## config.mk

```make
export PLATFORM = sky130hd
export DESIGN_NAME = rtcp_top
export DESIGN_NICKNAME = d
export VERILOG_FILES = /design/src/rtl/rtcp_pkg.sv /design/src/rtl/rtcp_divstage.sv /design/src/rtl/rtcp_prescale.sv /design/src/rtl/rtcp_cmp_sync.sv /design/src/rtl/rtcp_core.sv /design/src/rtl/rtcp_regs.sv /design/src/rtl/rtcp_top.sv
export SDC_FILE = /design/constraint.sdc
export NUM_CORES = 1
export LEC_CHECK = 0
export BUFFER_PORTS_ARGS = -buffer_cell sky130_fd_sc_hd__buf_2
export CORE_ASPECT_RATIO = 2
export CORE_MARGIN = 8
export CORE_UTILIZATION = 54
export CTS_BUF_LIST = sky130_fd_sc_hd__clkbuf_8
export DETAILED_ROUTE_END_ITERATION = 6
export PLACE_DENSITY = 0.83
export SLEW_MARGIN = 20
export SYNTH_ARGS = -nofsm -noshare
export SYNTH_HDL_FRONTEND = slang
export SYNTH_SLANG_ARGS = --single-unit
export TNS_END_PERCENT = 20
```

## constraint.sdc

```tcl
create_clock -name clk -period 2.75 [get_ports clk]
set_input_delay 0.275 -clock clk [delete_from_list [all_inputs] [get_ports clk]]
set_output_delay 0.275 -clock clk [all_outputs]
set_load 0.01 [all_outputs]
```

## src/rtl/rtcp_pkg.sv

```systemverilog
package rtcp_pkg;

  localparam int OFS_CTRL = 4;
  localparam int OFS_STAT = 8;
  localparam int OFS_CMP  = 16;

  localparam int B_RUN    = 31;
  localparam int B_AEN    = 15;
  localparam int B_AIE    = 14;
  localparam int B_SELHI  = 13;
  localparam int B_SELLO  = 12;
  localparam int B_D512   = 11;
  localparam int B_D32    = 10;

  localparam int B_FLAG   = 13;
  localparam int B_BUSY   = 17;

  localparam logic [1:0] SEL_RSVD = 2'd1;

  typedef struct packed {
    logic       run;
    logic       aen;
    logic       aie;
    logic [1:0] sel;
    logic       d512;
    logic       d32;
  } ctl_t;

  function automatic logic [31:0] pack_ctl(ctl_t c);
    logic [31:0] w;
    w = '0;
    w[B_RUN]           = c.run;
    w[B_AEN]           = c.aen;
    w[B_AIE]           = c.aie;
    w[B_SELHI:B_SELLO] = c.sel;
    w[B_D512]          = c.d512;
    w[B_D32]           = c.d32;
    return w;
  endfunction

  function automatic logic [31:0] pack_stat(logic flag, logic busy);
    logic [31:0] w;
    w = '0;
    w[B_FLAG] = flag;
    w[B_BUSY] = busy;
    return w;
  endfunction

endpackage

```

## src/rtl/rtcp_divstage.sv

```systemverilog
module rtcp_divstage #(
  parameter int RATIO = 32,
  localparam int CW = (RATIO > 1) ? $clog2(RATIO) : 1
) (
  input  logic clk,
  input  logic rst,
  input  logic clr,
  input  logic bypass,
  input  logic tick_in,
  output logic tick_out
);
  localparam logic [CW-1:0] LAST = CW'(RATIO - 1);

  logic [CW-1:0] phase;

  assign tick_out = bypass ? tick_in : (tick_in && (phase == LAST));

  always_ff @(posedge clk) begin
    if (rst || clr) begin
      phase <= '0;
    end else if (!bypass && tick_in) begin
      phase <= (phase == LAST) ? '0 : phase + 1'b1;
    end
  end


  stage_src_chk: assert property (@(posedge clk) disable iff (rst)
    tick_out |-> tick_in);

endmodule

```

## src/rtl/rtcp_prescale.sv

```systemverilog
module rtcp_prescale #(
  parameter int SEL_W = 2,
  parameter int DIV_A = 32,
  parameter int DIV_B = 512,
  localparam int NSRC = 1 << SEL_W
) (
  input  logic             clk,
  input  logic             rst,
  input  logic             run,
  input  logic [SEL_W-1:0] sel,
  input  logic             div_a_en,
  input  logic             div_b_en,
  input  logic [NSRC-1:0]  src_tick,
  output logic             tick
);
  localparam int NSTG = 2;

  logic [NSTG:0]   chain;
  logic [NSTG-1:0] byp;
  logic            sel_tick;

  assign sel_tick = src_tick[sel];
  assign chain[0] = sel_tick && run;
  assign byp[0]   = !div_a_en;
  assign byp[1]   = !div_b_en;

  for (genvar g = 0; g < NSTG; g++) begin : g_stage
    localparam int R = (g == 0) ? DIV_A : DIV_B;
    rtcp_divstage #(.RATIO(R)) u_stage (
      .clk      (clk),
      .rst      (rst),
      .clr      (!run),
      .bypass   (byp[g]),
      .tick_in  (chain[g]),
      .tick_out (chain[g+1])
    );
  end

  assign tick = chain[NSTG];


  cascade_chk: assert property (@(posedge clk) disable iff (rst)
    tick |-> (run && sel_tick));

endmodule

```

## src/rtl/rtcp_cmp_sync.sv

```systemverilog
module rtcp_cmp_sync #(
  parameter int W = 32
) (
  input  logic         clk,
  input  logic         rst,
  input  logic         wr,
  input  logic [W-1:0] wdata,
  output logic         busy,
  output logic         commit,
  output logic [W-1:0] pend,
  output logic [W-1:0] act
);
  logic req, s1, s2, s3;
  logic wr_ok;

  assign busy   = req ^ s3;
  assign commit = s2 ^ s3;
  assign wr_ok  = wr && !busy;

  always_ff @(posedge clk) begin
    if (rst) begin
      req  <= 1'b0;
      pend <= '0;
    end else if (wr_ok) begin
      req  <= ~req;
      pend <= wdata;
    end
  end

  always_ff @(posedge clk) begin
    if (rst) begin
      s1  <= 1'b0;
      s2  <= 1'b0;
      s3  <= 1'b0;
      act <= '0;
    end else begin
      s1 <= req;
      s2 <= s1;
      s3 <= s2;
      if (commit) act <= pend;
    end
  end


  drop_chk: assert property (@(posedge clk) disable iff (rst)
    (wr && busy) |=> $stable(pend));


  busy_len_chk: assert property (@(posedge clk) disable iff (rst)
    !(busy && $past(busy) && $past(busy, 2) && $past(busy, 3)));


  busy_set_chk: assert property (@(posedge clk) disable iff (rst)
    wr_ok |=> busy);

endmodule

```

## src/rtl/rtcp_core.sv

```systemverilog
module rtcp_core #(
  parameter int CNT_W = 32
) (
  input  logic             clk,
  input  logic             rst,
  input  logic             tick,
  input  logic             aen,
  input  logic             restart,
  input  logic [CNT_W-1:0] cmp,
  output logic [CNT_W-1:0] count,
  output logic             evt
);
  logic [CNT_W-1:0] intv;
  logic             armed;

  assign armed = aen && (cmp != '0);
  assign evt   = tick && armed && (intv == cmp - CNT_W'(1));

  always_ff @(posedge clk) begin
    if (rst) begin
      count <= '0;
    end else if (tick) begin
      count <= count + 1'b1;
    end
  end

  always_ff @(posedge clk) begin
    if (rst || restart || !armed) begin
      intv <= '0;
    end else if (tick) begin
      intv <= evt ? '0 : intv + 1'b1;
    end
  end


  count_step_chk: assert property (@(posedge clk) disable iff (rst)
    !tick |=> $stable(count));

endmodule

```

## src/rtl/rtcp_regs.sv

```systemverilog
module rtcp_regs
  import rtcp_pkg::*;
#(
  parameter int ADDR_W = 5
) (
  input  logic              clk,
  input  logic              rst,
  input  logic              bus_rd,
  input  logic              bus_wr,
  input  logic [ADDR_W-1:0] bus_addr,
  input  logic [31:0]       bus_wdata,
  input  logic              evt,
  input  logic              busy,
  input  logic [31:0]       cmp_pend,
  output ctl_t              ctl,
  output logic              cmp_wr,
  output logic              flag,
  output logic              irq,
  output logic [31:0]       bus_rdata
);
  localparam logic [ADDR_W-1:0] A_CTRL = ADDR_W'(OFS_CTRL);
  localparam logic [ADDR_W-1:0] A_STAT = ADDR_W'(OFS_STAT);
  localparam logic [ADDR_W-1:0] A_CMP  = ADDR_W'(OFS_CMP);

  logic ctl_wr, stat_wr, clr_req;

  assign ctl_wr  = bus_wr && (bus_addr == A_CTRL);
  assign stat_wr = bus_wr && (bus_addr == A_STAT);
  assign cmp_wr  = bus_wr && (bus_addr == A_CMP);
  assign clr_req = stat_wr && bus_wdata[B_FLAG];

  always_ff @(posedge clk) begin
    if (rst) begin
      ctl <= '0;
    end else if (ctl_wr) begin
      ctl.run <= bus_wdata[B_RUN];
      ctl.aen <= bus_wdata[B_AEN];
      ctl.aie <= bus_wdata[B_AIE];
      if (!ctl.run) begin
        ctl.d512 <= bus_wdata[B_D512];
        ctl.d32  <= bus_wdata[B_D32];
        if (bus_wdata[B_SELHI:B_SELLO] != SEL_RSVD) begin
          ctl.sel <= bus_wdata[B_SELHI:B_SELLO];
        end
      end
    end
  end

  always_ff @(posedge clk) begin
    if (rst) begin
      flag <= 1'b0;
    end else if (evt) begin
      flag <= 1'b1;
    end else if (clr_req) begin
      flag <= 1'b0;
    end
  end

  always_ff @(posedge clk) begin
    if (rst) begin
      irq <= 1'b0;
    end else begin
      irq <= flag && ctl.aen && ctl.aie;
    end
  end

  always_ff @(posedge clk) begin
    if (rst) begin
      bus_rdata <= '0;
    end else if (bus_rd) begin
      case (bus_addr)
        A_CTRL:  bus_rdata <= pack_ctl(ctl);
        A_STAT:  bus_rdata <= pack_stat(flag, busy);
        A_CMP:   bus_rdata <= cmp_pend;
        default: bus_rdata <= '0;
      endcase
    end
  end


  lock_chk: assert property (@(posedge clk) disable iff (rst)
    ctl.run |=> ($stable(ctl.sel) && $stable(ctl.d512) && $stable(ctl.d32)));


  sel_rsvd_chk: assert property (@(posedge clk) disable iff (rst)
    ctl.sel != SEL_RSVD);


  flag_set_chk: assert property (@(posedge clk) disable iff (rst)
    evt |=> flag);


  flag_keep_chk: assert property (@(posedge clk) disable iff (rst)
    (flag && !clr_req) |=> flag);


  rdata_hold_chk: assert property (@(posedge clk) disable iff (rst)
    !bus_rd |=> $stable(bus_rdata));

endmodule

```

## src/rtl/rtcp_top.sv

```systemverilog
module rtcp_top
  import rtcp_pkg::*;
#(
  parameter int ADDR_W = 5,
  parameter int SEL_W  = 2,
  parameter int DIV_A  = 32,
  parameter int DIV_B  = 512,
  localparam int NSRC  = 1 << SEL_W,
  localparam int CNT_W = 32
) (
  input  logic              clk,
  input  logic              rst,
  input  logic              bus_rd,
  input  logic              bus_wr,
  input  logic [ADDR_W-1:0] bus_addr,
  input  logic [31:0]       bus_wdata,
  output logic [31:0]       bus_rdata,
  input  logic [NSRC-1:0]   src_tick,
  output logic              irq,
  output logic [CNT_W-1:0]  count
);
  ctl_t             ctl;
  logic             cmp_wr, busy, commit, evt, flag, tick;
  logic [CNT_W-1:0] cmp_pend, cmp_act;

  rtcp_regs #(.ADDR_W(ADDR_W)) u_regs (
    .clk       (clk),
    .rst       (rst),
    .bus_rd    (bus_rd),
    .bus_wr    (bus_wr),
    .bus_addr  (bus_addr),
    .bus_wdata (bus_wdata),
    .evt       (evt),
    .busy      (busy),
    .cmp_pend  (cmp_pend),
    .ctl       (ctl),
    .cmp_wr    (cmp_wr),
    .flag      (flag),
    .irq       (irq),
    .bus_rdata (bus_rdata)
  );

  rtcp_prescale #(.SEL_W(SEL_W), .DIV_A(DIV_A), .DIV_B(DIV_B)) u_pre (
    .clk      (clk),
    .rst      (rst),
    .run      (ctl.run),
    .sel      (ctl.sel),
    .div_a_en (ctl.d32),
    .div_b_en (ctl.d512),
    .src_tick (src_tick),
    .tick     (tick)
  );

  rtcp_cmp_sync #(.W(CNT_W)) u_sync (
    .clk    (clk),
    .rst    (rst),
    .wr     (cmp_wr),
    .wdata  (bus_wdata),
    .busy   (busy),
    .commit (commit),
    .pend   (cmp_pend),
    .act    (cmp_act)
  );

  rtcp_core #(.CNT_W(CNT_W)) u_core (
    .clk     (clk),
    .rst     (rst),
    .tick    (tick),
    .aen     (ctl.aen),
    .restart (commit),
    .cmp     (cmp_act),
    .count   (count),
    .evt     (evt)
  );


  irq_src_chk: assert property (@(posedge clk) disable iff (rst)
    irq |-> $past(flag && ctl.aie));


  zero_cmp_chk: assert property (@(posedge clk) disable iff (rst)
    $rose(flag) |-> ($past(cmp_act) != '0));

endmodule

```

* Word level (Yosys, flattened, before mapping)
Index checks and enable logic that the tools add are counted.
** Cells by class
- Multiply operators :: 0
- Div/mod/pow operators :: 0
- Eq/ne operators :: 7
- Reduce and logical (&&, ||, !) cells :: 25
- Bitwise gates (word level) :: 4
- $add $sub $neg :: 5
- Shift-type cells :: 0
- Muxes and demuxes :: 10
- Order comparisons :: 1
** Operators with widths (number)
- one-hot mux 32 bit (3 select lines) :: 1
- adder 32 x 1 -> 32 bit, second input constant :: 2
- equality test 32 bit :: 1
- 2-to-1 mux 32 bit :: 1
- nonzero test 32 bit :: 1
- subtractor 32 x 1 -> 32 bit, second input constant :: 1
- logical AND 1 bit :: 15
- equality test 5 bit, second input constant :: 2
- adder 9 x 1 -> 9 bit, second input constant :: 1
- equality test 9 bit, second input constant :: 1
- 2-to-1 mux 9 bit :: 1
- adder 5 x 1 -> 5 bit, second input constant :: 1
- equality test 5 x 3 -> 1 bit, second input constant :: 1
- equality test 5 x 4 -> 1 bit, second input constant :: 1
- 2-to-1 mux 1 bit :: 5
- 2-to-1 mux 5 bit :: 1
- logical NOT 1 bit :: 3
- logical OR 1 bit :: 3
- < comparator 2 x 3 -> 1 bit, second input constant :: 1
- AND reduction 3 bit :: 1
- binary-select mux 1 bit (select 2 bit) :: 1
- inequality test 2 x 1 -> 1 bit, second input constant :: 1
- NOT 1 bit :: 2
- AND reduction 2 bit :: 1
- 2 further kinds :: 3
** Storage, ports and cells
- Bits in writable memories :: 0
- Latch bits :: 0
- Bits in read-only memories :: 0
- Register bits after elaboration :: 187
- Logic and storage cells :: 71
- Memories kept :: 0
- Output and inout port bits :: 65
- Input bits :: 45

* Logic depth before layout (Yosys ltp)
Gate-level depths: netlist of run 1.
- Depth after elaboration :: 10
- Depth in mapped cells :: 13
- Mapped depth without buffers :: 11

* Cells and area by module
From an unflattened synthesis of run 1, not the netlist that was laid out.
** Unflattened totals
- Cells, all modules :: 1034
- Area, all modules :: 9365.2 um2
** Modules (own cells, without submodules)
- rtcp_core :: instances 1, sequential area each 1281.2 um2, area each 4135.2 um2, cells each 485
- rtcp_cmp_sync :: instances 1, sequential area each 1361.3 um2, area each 2685.1 um2, cells each 297
- rtcp_regs :: instances 1, sequential area each 820.8 um2, area each 1771.7 um2, cells each 167
- rtcp_divstage at u_pre.g_stage[1].u_stage :: instances 1, sequential area each 180.2 um2, area each 467.9 um2, cells each 52
- rtcp_divstage at u_pre.g_stage[0].u_stage :: instances 1, sequential area each 100.1 um2, area each 265.3 um2, cells each 28
- rtcp_prescale :: instances 1, sequential area each 0.0 um2, area each 40.0 um2, cells each 5

* Worst setup path before layout of run 1
OpenSTA, ideal clock, no wires.
- Path type :: flip-flop to flip-flop
- Start point :: register u_sync.act[0]
- End point :: register u_core.intv[10]
- Buffers on the path :: 1
- Path slack :: -0.041 ns
- Cell stages (with the launch flop) :: 12
- Data arrival time :: 2.651 ns
- Data required time :: 2.609 ns
- Clock period less this slack :: 2.791 ns
- Setup time :: 0.141 ns
- Cell sequence :: dfxtp_1 > inv_1 > ha_1 > or4b_4 > nor2_1 > xnor2_1 > or4_1 > nor2_1 > nand4_1 > nor4_4 > buf_6 > nor3_2
** On the way
- Word-level cells in the longest chain between the ends :: 5
- Elaborated cells on any way between the ends :: 9
- Those cells by class :: add/sub (1); eq/ne (1); mux (1); reduce/logical (6)
** RTL lines
- from (decl) :: line rtcp_cmp_sync.sv:11 : output logic [W-1:0] act
- from (signal assigned) :: line rtcp_cmp_sync.sv:40 : if (commit) act <= pend;
- branches (longest 5 deep; another with subtractor 32 x 1 -> 32 bit)
- to (signal assigned) :: line rtcp_core.sv:31 : intv <= evt ? '0 : intv + 1'b1;
- to (decl) :: line rtcp_core.sv:13 : logic [CNT_W-1:0] intv;
Several ways; the timed one is not identified.
A chain may end at the register's enable or synchronous reset.

* Worst setup path in the final report of run 1
- Start point :: register u_sync.act[1]
- End point :: register u_core.intv[20]
The elaborated chain is that of the path after synthesis.

==> Flow_metrics.wiki, run 1 <==
{| class="wikitable"
! Metric !! Value
|-
| Outcome || finished with violations
|-
| Violations in the final reports || negative setup slack
|-
| Area growth from synthesis to final layout || 18.4%
|-
| Leftover overflow at the end of global routing || 0
|-
| Maxcap violations || 0
|-
| Count of boundary I/O pins || 110
|-
| Cell-by-cell listing of the critical path || inv_2 > ha_4 > or4b_4 > nor4_4 > buf_4 > nor4b_4 > a211oi_2 > a211oi_2 > o21ai_2 > nor4_4 > buf_4 > clkbuf_16 > nor3_1
|-
| Number of antenna violations at the first check in global routing || 0
|-
| Tot GR Track Use || 0.216
|-
| Origin of the worst min-delay path || bus_wdata[18]
|-
| Met3 wire len || 1380 um
|-
| Die Span Y || 196 um
|-
| Clock tree sinks || 187
|-
| Proportion of synthesized chip area in sequential cells || 0.429
|-
| Total power divided by cell area || 453 mW/mm2
|-
| Count of unique library cells instantiated by Yosys || 64
|-
| Metal1 wirelength || 9440 um
|-
| Final weighted congestion in routability-driven placement || 0.924
|-
| Register bit count reported by yosys || 187
|-
| Worst slew margin relative to its limit || 0.356
|-
| Area of combinational cells with multiple inputs || 0.00484 mm2
|-
| Synth Area per Inst || 8.31 um2
|-
| Fraction of layout instances using a drive strength above 1 || 0.222
|-
| Insertion delay of the later-clocked pin in the worst-skew pair || 470 ps
|-
| Effective utilization at floorplan || 0.545
|-
| Vias/cell || 5.77
|-
| Worst slew pin tran || 966 ps
|-
| Maximum number of pins on one net before global-route repair || 75
|-
| HPWL after detailed placement || 15800 um
|-
| Number of search-and-repair iterations in the first detailed-routing pass || 7
|-
| Hold/Removal Path Class || input port to flop
|-
| Syn Inst Count || 1051
|-
| Worst setup EP type || flop
|-
| Crit Path Category || flop to flop
|-
| Worst-case clock buffer depth || 2
|-
| Worst supply voltage drop on vdd || 419 uV
|-
| Critical-path maximum fanout || 8
|-
| Setup repair after global routing missed its margin || yes
|-
| Final worst hold slack || 36.0 ps
|-
| Static power due to leakage || 3.87 nW
|-
| Wire length of the first global-routing pass || 37400 um
|-
| Data required time at the worst endpoint || 3110 ps
|-
| Number of warnings reported in the yosys synthesis log || 0
|-
| DR WL met2 || 10900 um
|-
| Post-synthesis net count || 1104
|-
| Fill cell count || 1325
|-
| Crit. Startpoint || u_sync.act[1]$_SDFFE_PP0P_
|-
| Final setup violating endpoints || 33
|-
| DR WL/cell || 16.1 um
|-
| Hold-fix buffers at CTS || 0
|-
| Final-report max-slew violation count || 0
|-
| Quantity of I/O buffers inserted on ports || 109
|-
| Width of the die || 106 um
|-
| Core area || 0.0160 mm2
|-
| Mapped cell area || 0.00874 mm2
|-
| Cell chosen for the clock root || clkbuf_8
|-
| Buf/Inv on CP || 4
|-
| Shortest period the worst path allows || 2870 ps
|-
| Skew final || 13.9 ps
|-
| Clock transition at the registers of the reported paths || 100 ps
|-
| Cell with the biggest individual delay on the critical path || or4b_4
|-
| Overall power of the completed layout || 4.69 mW
|-
| Hold Violations, Final || 0
|-
| Area enclosed by the die boundary || 0.0208 mm2
|-
| Reg2reg start || u_sync.act[1]$_SDFFE_PP0P_
|-
| Routed Wire Length || 22400 um
|-
| Via count || 8031
|-
| Post-route worst setup slack || -124 ps
|-
| Async set-reset flop share out of synthesis || 0
|-
| Cell family with the largest share of critical-path delay || simple AND/OR/NAND/NOR gates
|-
| H-tree depth reported by CTS || 4
|-
| Area used by sequential logic in the layout || 0.00375 mm2
|-
| Post-synth EDFFs || 0
|-
| Critical path arrival || 3240 ps
|-
| DRC viols || 0
|-
| Vias in the first global route || 7978
|-
| Highest layer used for signal routing || met4
|-
| Antenna cell count || 0
|-
| Fin nets || 1229
|-
| Delay of the slowest critical-path stage || 530 ps
|-
| Sort of element at the start of the critical path || flop
|-
| Number of buffers inserted during clock tree synthesis || 17
|-
| DR iter-0 viols || 566
|-
| Max Clk Rate || 348 MHz
|-
| Crit share post-route || 1.05
|-
| Post-detailed-route count of antenna-violating nets || 0
|-
| Row Count || 66
|-
| CTS tree || done
|-
| Flip-flop cell with the highest count after synthesis || dfxtp_1
|}
## power by group
group | internal (mW) | switching [mW] | total, mW
sequential | 2.72 | 0.00732 | 2.72
combinational | 0.0485 | 0.0846 | 0.133
clock | 0.781 | 1.05 | 1.83
total | 3.55 | 1.14 | 4.69
## registers in the layout (all words and copies together) (netlist names)
| register | cells |
|---|---|
| u_sync.s2 | 1 |
| u_core.intv | 32 |
| u_sync.s3 | 1 |
| u_regs.bus_rdata | 32 |
| u_sync.act | 32 |
| u_sync.s1 | 1 |
| u_regs.ctl | 7 |
| u_pre.g_stage.u_stage.phase | 14 |
| u_regs.irq | 1 |
| u_core.count | 32 |
| u_regs.flag | 1 |
| u_sync.req | 1 |
| u_sync.pend | 32 |
## worst paths after layout
| kind | to | slack, ps | depth (start not counted) |
|---|---|---|---|
| hold / removal | u_sync.pend[18]$_SDFFE_PP0P_ | 40 | 3 |
| hold reg to reg | u_sync.s2$_SDFF_PP0_ | 460 | 1 |
| setup reg to reg | u_core.intv[20]$_SDFFE_PP0P_ | -120 | 13 |
| setup / recovery | u_core.intv[20]$_SDFFE_PP0P_ | -120 | 13 |
## logic make-up (layout without fill, tap and decap cells)
group	after synthesis	after routing	synth area share
and+or+nand+nor	503	503	0.300
DFF	187	187	0.429
AOI/OAI and AO/OA	172	172	0.114
xor gates and xnor gates	107	107	0.107
buffers and inverters	71	209	0.0334
adders and majority gates	8	8	0.0115
muxes	3	3	0.00487
## per-layer routing
layer	global-route usage	vias up
met1	0.261	3780
li1	-	3882
met5	0	-
met3	0.0496	65
met4	0.103	0
met2	0.351	304
## through the flow
step	utilization	instance area [um2]	setup slack (ps)	setup TNS (ps)	cells
CTS	0.641	10300	-76.8	-1910	1390
global placement	0.607	9730	-11.4	-175	1353
finish	0.646	10300	-124	-3390	1393
floorplan	-	8740	-31.1	-448	1051
global route	0.646	10300	-281	-8560	1393
detailed placement	0.607	9730	-116	-3100	1353
## worst min-delay path, delay by kind of cell
family / cells / cell delay (ps)
buffers and inverters: 1 / 100
AOI/OAI and AO/OA: 1 / 50
and+or+nand+nor: 1 / 50
## cell usage after synthesis, types with 3 or more instances
cell	number	share of area
dfxtp_1	187	0.43
nand2_1	183	0.079
a21oi_1	116	0.066
nor2_1	67	0.029
xnor2_1	56	0.056
clkbuf_1	51	0.022
xor2_1	51	0.051
nand3_1	50	0.029
nor3_1	41	0.023
nand2b_1	30	0.021
nand4_1	22	0.016
and3_1	20	0.014
nor3_2	17	0.019
o21ai_0	15	0.0086
or3_1	14	0.010
a211oi_1	11	0.0095
inv_1	11	0.0047
ha_1	8	0.011
a22oi_1	7	0.0060
and2_1	7	0.0050
nor4_1	6	0.0043
nor4b_1	6	0.0060
and4_1	5	0.0050
nor2b_1	5	0.0036
or4_1	5	0.0043
buf_1	4	0.0017
a31oi_1	3	0.0021
buf_6	3	0.0039
nor3b_1	3	0.0026
or4_4	3	0.0039
## placed cells by master (no fill, tap or decap), types with 6 or more instances in the layout
master	instances
nand2_1	182
dfxtp_1	182
a21oi_1	115
buf_2	108
nor2_1	66
xnor2_1	55
buf_4	52
nand3_1	50
xor2_1	50
nor3_1	37
nand2b_1	29
nand4_1	22
and3_1	20
nor3_2	20
clkbuf_8	18
o21ai_0	14
or3_1	13
a211oi_1	10
inv_1	9
a22oi_1	7
and2_1	7
nor4_1	6
## cell type report
type | instances | share of cell area
Clock buffer | 18 | 0.0240
Clock inverter | 14 | 0.0144
Inverter | 11 | 0.00399
Multi-Input combinational cell | 793 | 0.468
Sequential cell | 187 | 0.363
Tap cell | 204 | 0.0247
Timing Repair Buffer | 166 | 0.102
## repair_timing
item	in CTS	in global routing
setup buffers	3	2
endpoints found under the setup margin	35	41
pin swaps	0	18
resized for setup	14	16
gates cloned	2	1
Note: power is estimated with default switching activity, not from simulation.
==> run 2, diff against run 1 <==
Settings changed: BUFFER_PORTS_ARGS -buffer_cell sky130_fd_sc_hd__buf_2 to -buffer_cell sky130_fd_sc_hd__buf_4.
==> Flow_metrics.wiki, run 2 (synthesis gave the netlist of run 1 again) <==
{| class="wikitable"
! Metric !! Value
|-
| Violations in the final reports || negative setup slack (unchanged)
|-
| Antenna cell count || 0 (unchanged)
|-
| Critical path arrival || 3410 ps (was 3240 ps)
|-
| Worst slew pin tran || 888 ps (was 966 ps)
|-
| Maximum number of pins on one net before global-route repair || 81 (was 75)
|-
| Overall power of the completed layout || 4.70 mW (was 4.69 mW)
|-
| Effective utilization at floorplan || 0.545 (unchanged)
|-
| Via count || 7982 (was 8031)
|-
| CTS tree || done (unchanged)
|-
| Fraction of layout instances using a drive strength above 1 || 0.219 (was 0.222)
|-
| Reg2Reg Capture Point || u_core.intv[22]$_SDFFE_PP0P_ (was u_core.intv[20]$_SDFFE_PP0P_)
|-
| Fin Setup TNS || -7790 ps (was -3390 ps)
|-
| Fill cell count || 1261 (was 1325)
|-
| Crit share post-route || 1.11 (was 1.05)
|-
| Post-detailed-route count of antenna-violating nets || 0 (unchanged)
|-
| Tot GR Track Use || 0.211 (was 0.216)
|-
| Post-route cell area || 0.0106 mm2 (was 0.0103 mm2)
|-
| Worst setup EP type || flop (unchanged)
|-
| Origin of the worst min-delay path || bus_wdata[17] (was bus_wdata[18])
|-
| Number of antenna violations at the first check in global routing || 0 (unchanged)
|-
| H-tree depth reported by CTS || 4 (unchanged)
|-
| Number of search-and-repair iterations in the first detailed-routing pass || 5 (was 7)
|-
| Row Count || 66 (unchanged)
|-
| Area growth from synthesis to final layout || 21.1% (was 18.4%)
|-
| Setup repair after global routing missed its margin || yes (unchanged)
|-
| Hold/Removal Path Class || input port to flop (unchanged)
|-
| Maxcap violations || 0 (unchanged)
|-
| Number of cells after detailed placement || 1355 (was 1353)
|-
| HPWL after detailed placement || 15800 um (about the same)
|-
| Width of the die || 106 um (unchanged)
|-
| Final setup violating endpoints || 33 (unchanged)
|-
| Worst setup slack after placement || -129 ps (was -116 ps)
|-
| Static power due to leakage || 3.88 nW (was 3.87 nW)
|-
| Critical-path maximum fanout || 8 (unchanged)
|-
| Worst slew margin relative to its limit || 0.399 (was 0.356)
|-
| Vias/cell || 5.73 (was 5.77)
|-
| Leading cell types in the layout, fill and taps excluded || nand2_1, dfxtp_1, buf_4, a21oi_1, nor2_1 (was nand2_1, dfxtp_1, a21oi_1, buf_2, nor2_1)
|-
| Vias in the first global route || 7726 (was 7978)
|-
| Shortest period the worst path allows || 3040 ps (was 2870 ps)
|-
| Routed Wire Length || 22400 um (about the same)
|-
| Die Span Y || 196 um (unchanged)
|-
| Worst-case clock buffer depth || 2 (unchanged)
|-
| Hold Path Stages || 3 (unchanged)
|-
| Quantity of I/O buffers inserted on ports || 109 (unchanged)
|-
| Area enclosed by the die boundary || 0.0208 mm2 (unchanged)
|-
| Sort of element at the start of the critical path || flop (unchanged)
|-
| Reg2reg start || u_sync.act[1]$_SDFFE_PP0P_ (unchanged)
|-
| Fin nets || 1230 (was 1229)
|-
| Clock tree sinks || 187 (unchanged)
|-
| Worst supply voltage drop on vdd || 374 uV (was 419 uV)
|-
| Data required time at the worst endpoint || 3120 ps (was 3110 ps)
|-
| Leftover overflow at the end of global routing || 0 (unchanged)
|-
| DRC viols || 0 (unchanged)
|-
| Post-route worst setup slack || -290 ps (was -124 ps)
|-
| Clock transition at the registers of the reported paths || 120 ps (was 100 ps)
|-
| Number of cells traversed by the worst register-to-register path || 13 (unchanged)
|-
| Count of boundary I/O pins || 110 (unchanged)
|-
| Hold Violations, Final || 0 (unchanged)
|-
| Max Clk Rate || 329 MHz (was 348 MHz)
|-
| Final weighted congestion in routability-driven placement || 0.956 (was 0.924)
|-
| Wire length of the first global-routing pass || 36700 um (was 37400 um)
|-
| Crit Path Category || flop to flop (unchanged)
|-
| Total power divided by cell area || 445 mW/mm2 (was 453 mW/mm2)
|-
| Area after detailed placement || 0.0100 mm2 (was 0.00973 mm2)
|-
| Worst reg-to-reg setup slack || -290 ps (was -120 ps)
|-
| Insertion delay of the later-clocked pin in the worst-skew pair || 470 ps (about the same)
|-
| Area used by sequential logic in the layout || 0.00375 mm2 (unchanged)
|-
| DR iter-0 viols || 644 (was 566)
|-
| Cell chosen for the clock root || clkbuf_8 (unchanged)
|-
| Non-filler instance count after layout || 1394 (was 1393)
|-
| Final worst hold slack || 43.3 ps (was 36.0 ps)
|-
| Core area || 0.0160 mm2 (unchanged)
|-
| Final core area utilization || 0.661 (was 0.646)
|-
| Number of buffers inserted during clock tree synthesis || 17 (unchanged)
|-
| DR WL/cell || 16.1 um (about the same)
|-
| Area of combinational cells with multiple inputs || 0.00480 mm2 (was 0.00484 mm2)
|-
| Worst hold endpoint || u_sync.pend[17]$_SDFFE_PP0P_ (was u_sync.pend[18]$_SDFFE_PP0P_)
|-
| Outcome || finished with violations (unchanged)
|-
| Final-report max-slew violation count || 0 (unchanged)
|-
| Skew final || 21.2 ps (was 13.9 ps)
|}
run 2: cell types whose count changed in the layout (fill, tap and decap cells not counted), moves of 2 or more:
| cell | previous run | this run |
|---|---|---|
| nor3_2 | 20 | 23 |
| buf_4 | 52 | 160 |
| buf_2 | 108 | 0 |
| inv_8 | 4 | 2 |
| inv_6 | 5 | 3 |
| clkinv_8 | 0 | 5 |
| nor3_1 | 37 | 35 |
| buf_6 | 0 | 2 |
run 2: cell type report:
cell class,instances,area share
inverter,11,0.00390
timing repair buffer,167,0.126
sequential,187,0.354
multi-input combinational,793,0.453
clock inverter,15,0.0167
tap,204,0.0241
clock buffer,17,0.0221
run 2: routing by layer:
metal	global-route usage	part of all wire
met1	0.266	0.42
met2	0.348	0.49
met3	0.0388	0.065
met4	0.0777	0.025
met5	0	0
run 2: where the power goes:
group / leakage [nW] / internal [mW] / switching [mW]
sequential: 1.51 / 2.72 / 0.00761
combinational: 2.16 / 0.0671 / 0.0854
clock: 0.202 / 0.695 / 1.13
run 2: repair_timing:
item | CTS | global route
pin swaps | 0 | 12
buffers inserted | 0 | 4
setup endpoints to repair | 33 | 42
gates resized for setup | 3 | 19
gates cloned | 0 | 3
hold buffers | 0 | 0
run 2: how the worst max path moves through the flow:
stage / slack (ps) / to / cells past startpoint / start
after floorplan: -30 / u_core.intv[10]$_SDFFE_PP0P_ / 9 / u_sync.act[12]$_SDFFE_PP0P_
after global placement: -20 / u_core.intv[0]$_SDFFE_PP0P_ / 11 / u_sync.act[0]$_SDFFE_PP0P_
after detailed placement: -130 / u_core.intv[19]$_SDFFE_PP0P_ / 11 / u_sync.act[0]$_SDFFE_PP0P_
after CTS: -120 / u_regs.flag$_SDFFE_PP0P_ / 8 / u_sync.act[12]$_SDFFE_PP0P_
after global routing: -390 / u_core.intv[22]$_SDFFE_PP0P_ / 13 / u_sync.act[1]$_SDFFE_PP0P_
final: -290 / u_core.intv[22]$_SDFFE_PP0P_ / 13 / u_sync.act[1]$_SDFFE_PP0P_
run 2: critical path, cell delays in order (launching register included):
cell and delay, ps:
dfxtp_2 330, inv_2 70, ha_4 140, or4b_4 510
nor4_4 330, buf_4 200, a21boi_0 120, o31a_1 280
o2111a_1 260, o21ai_2 100, nor4_4 70, buf_6 160
clkbuf_16 170, nor3_1 200
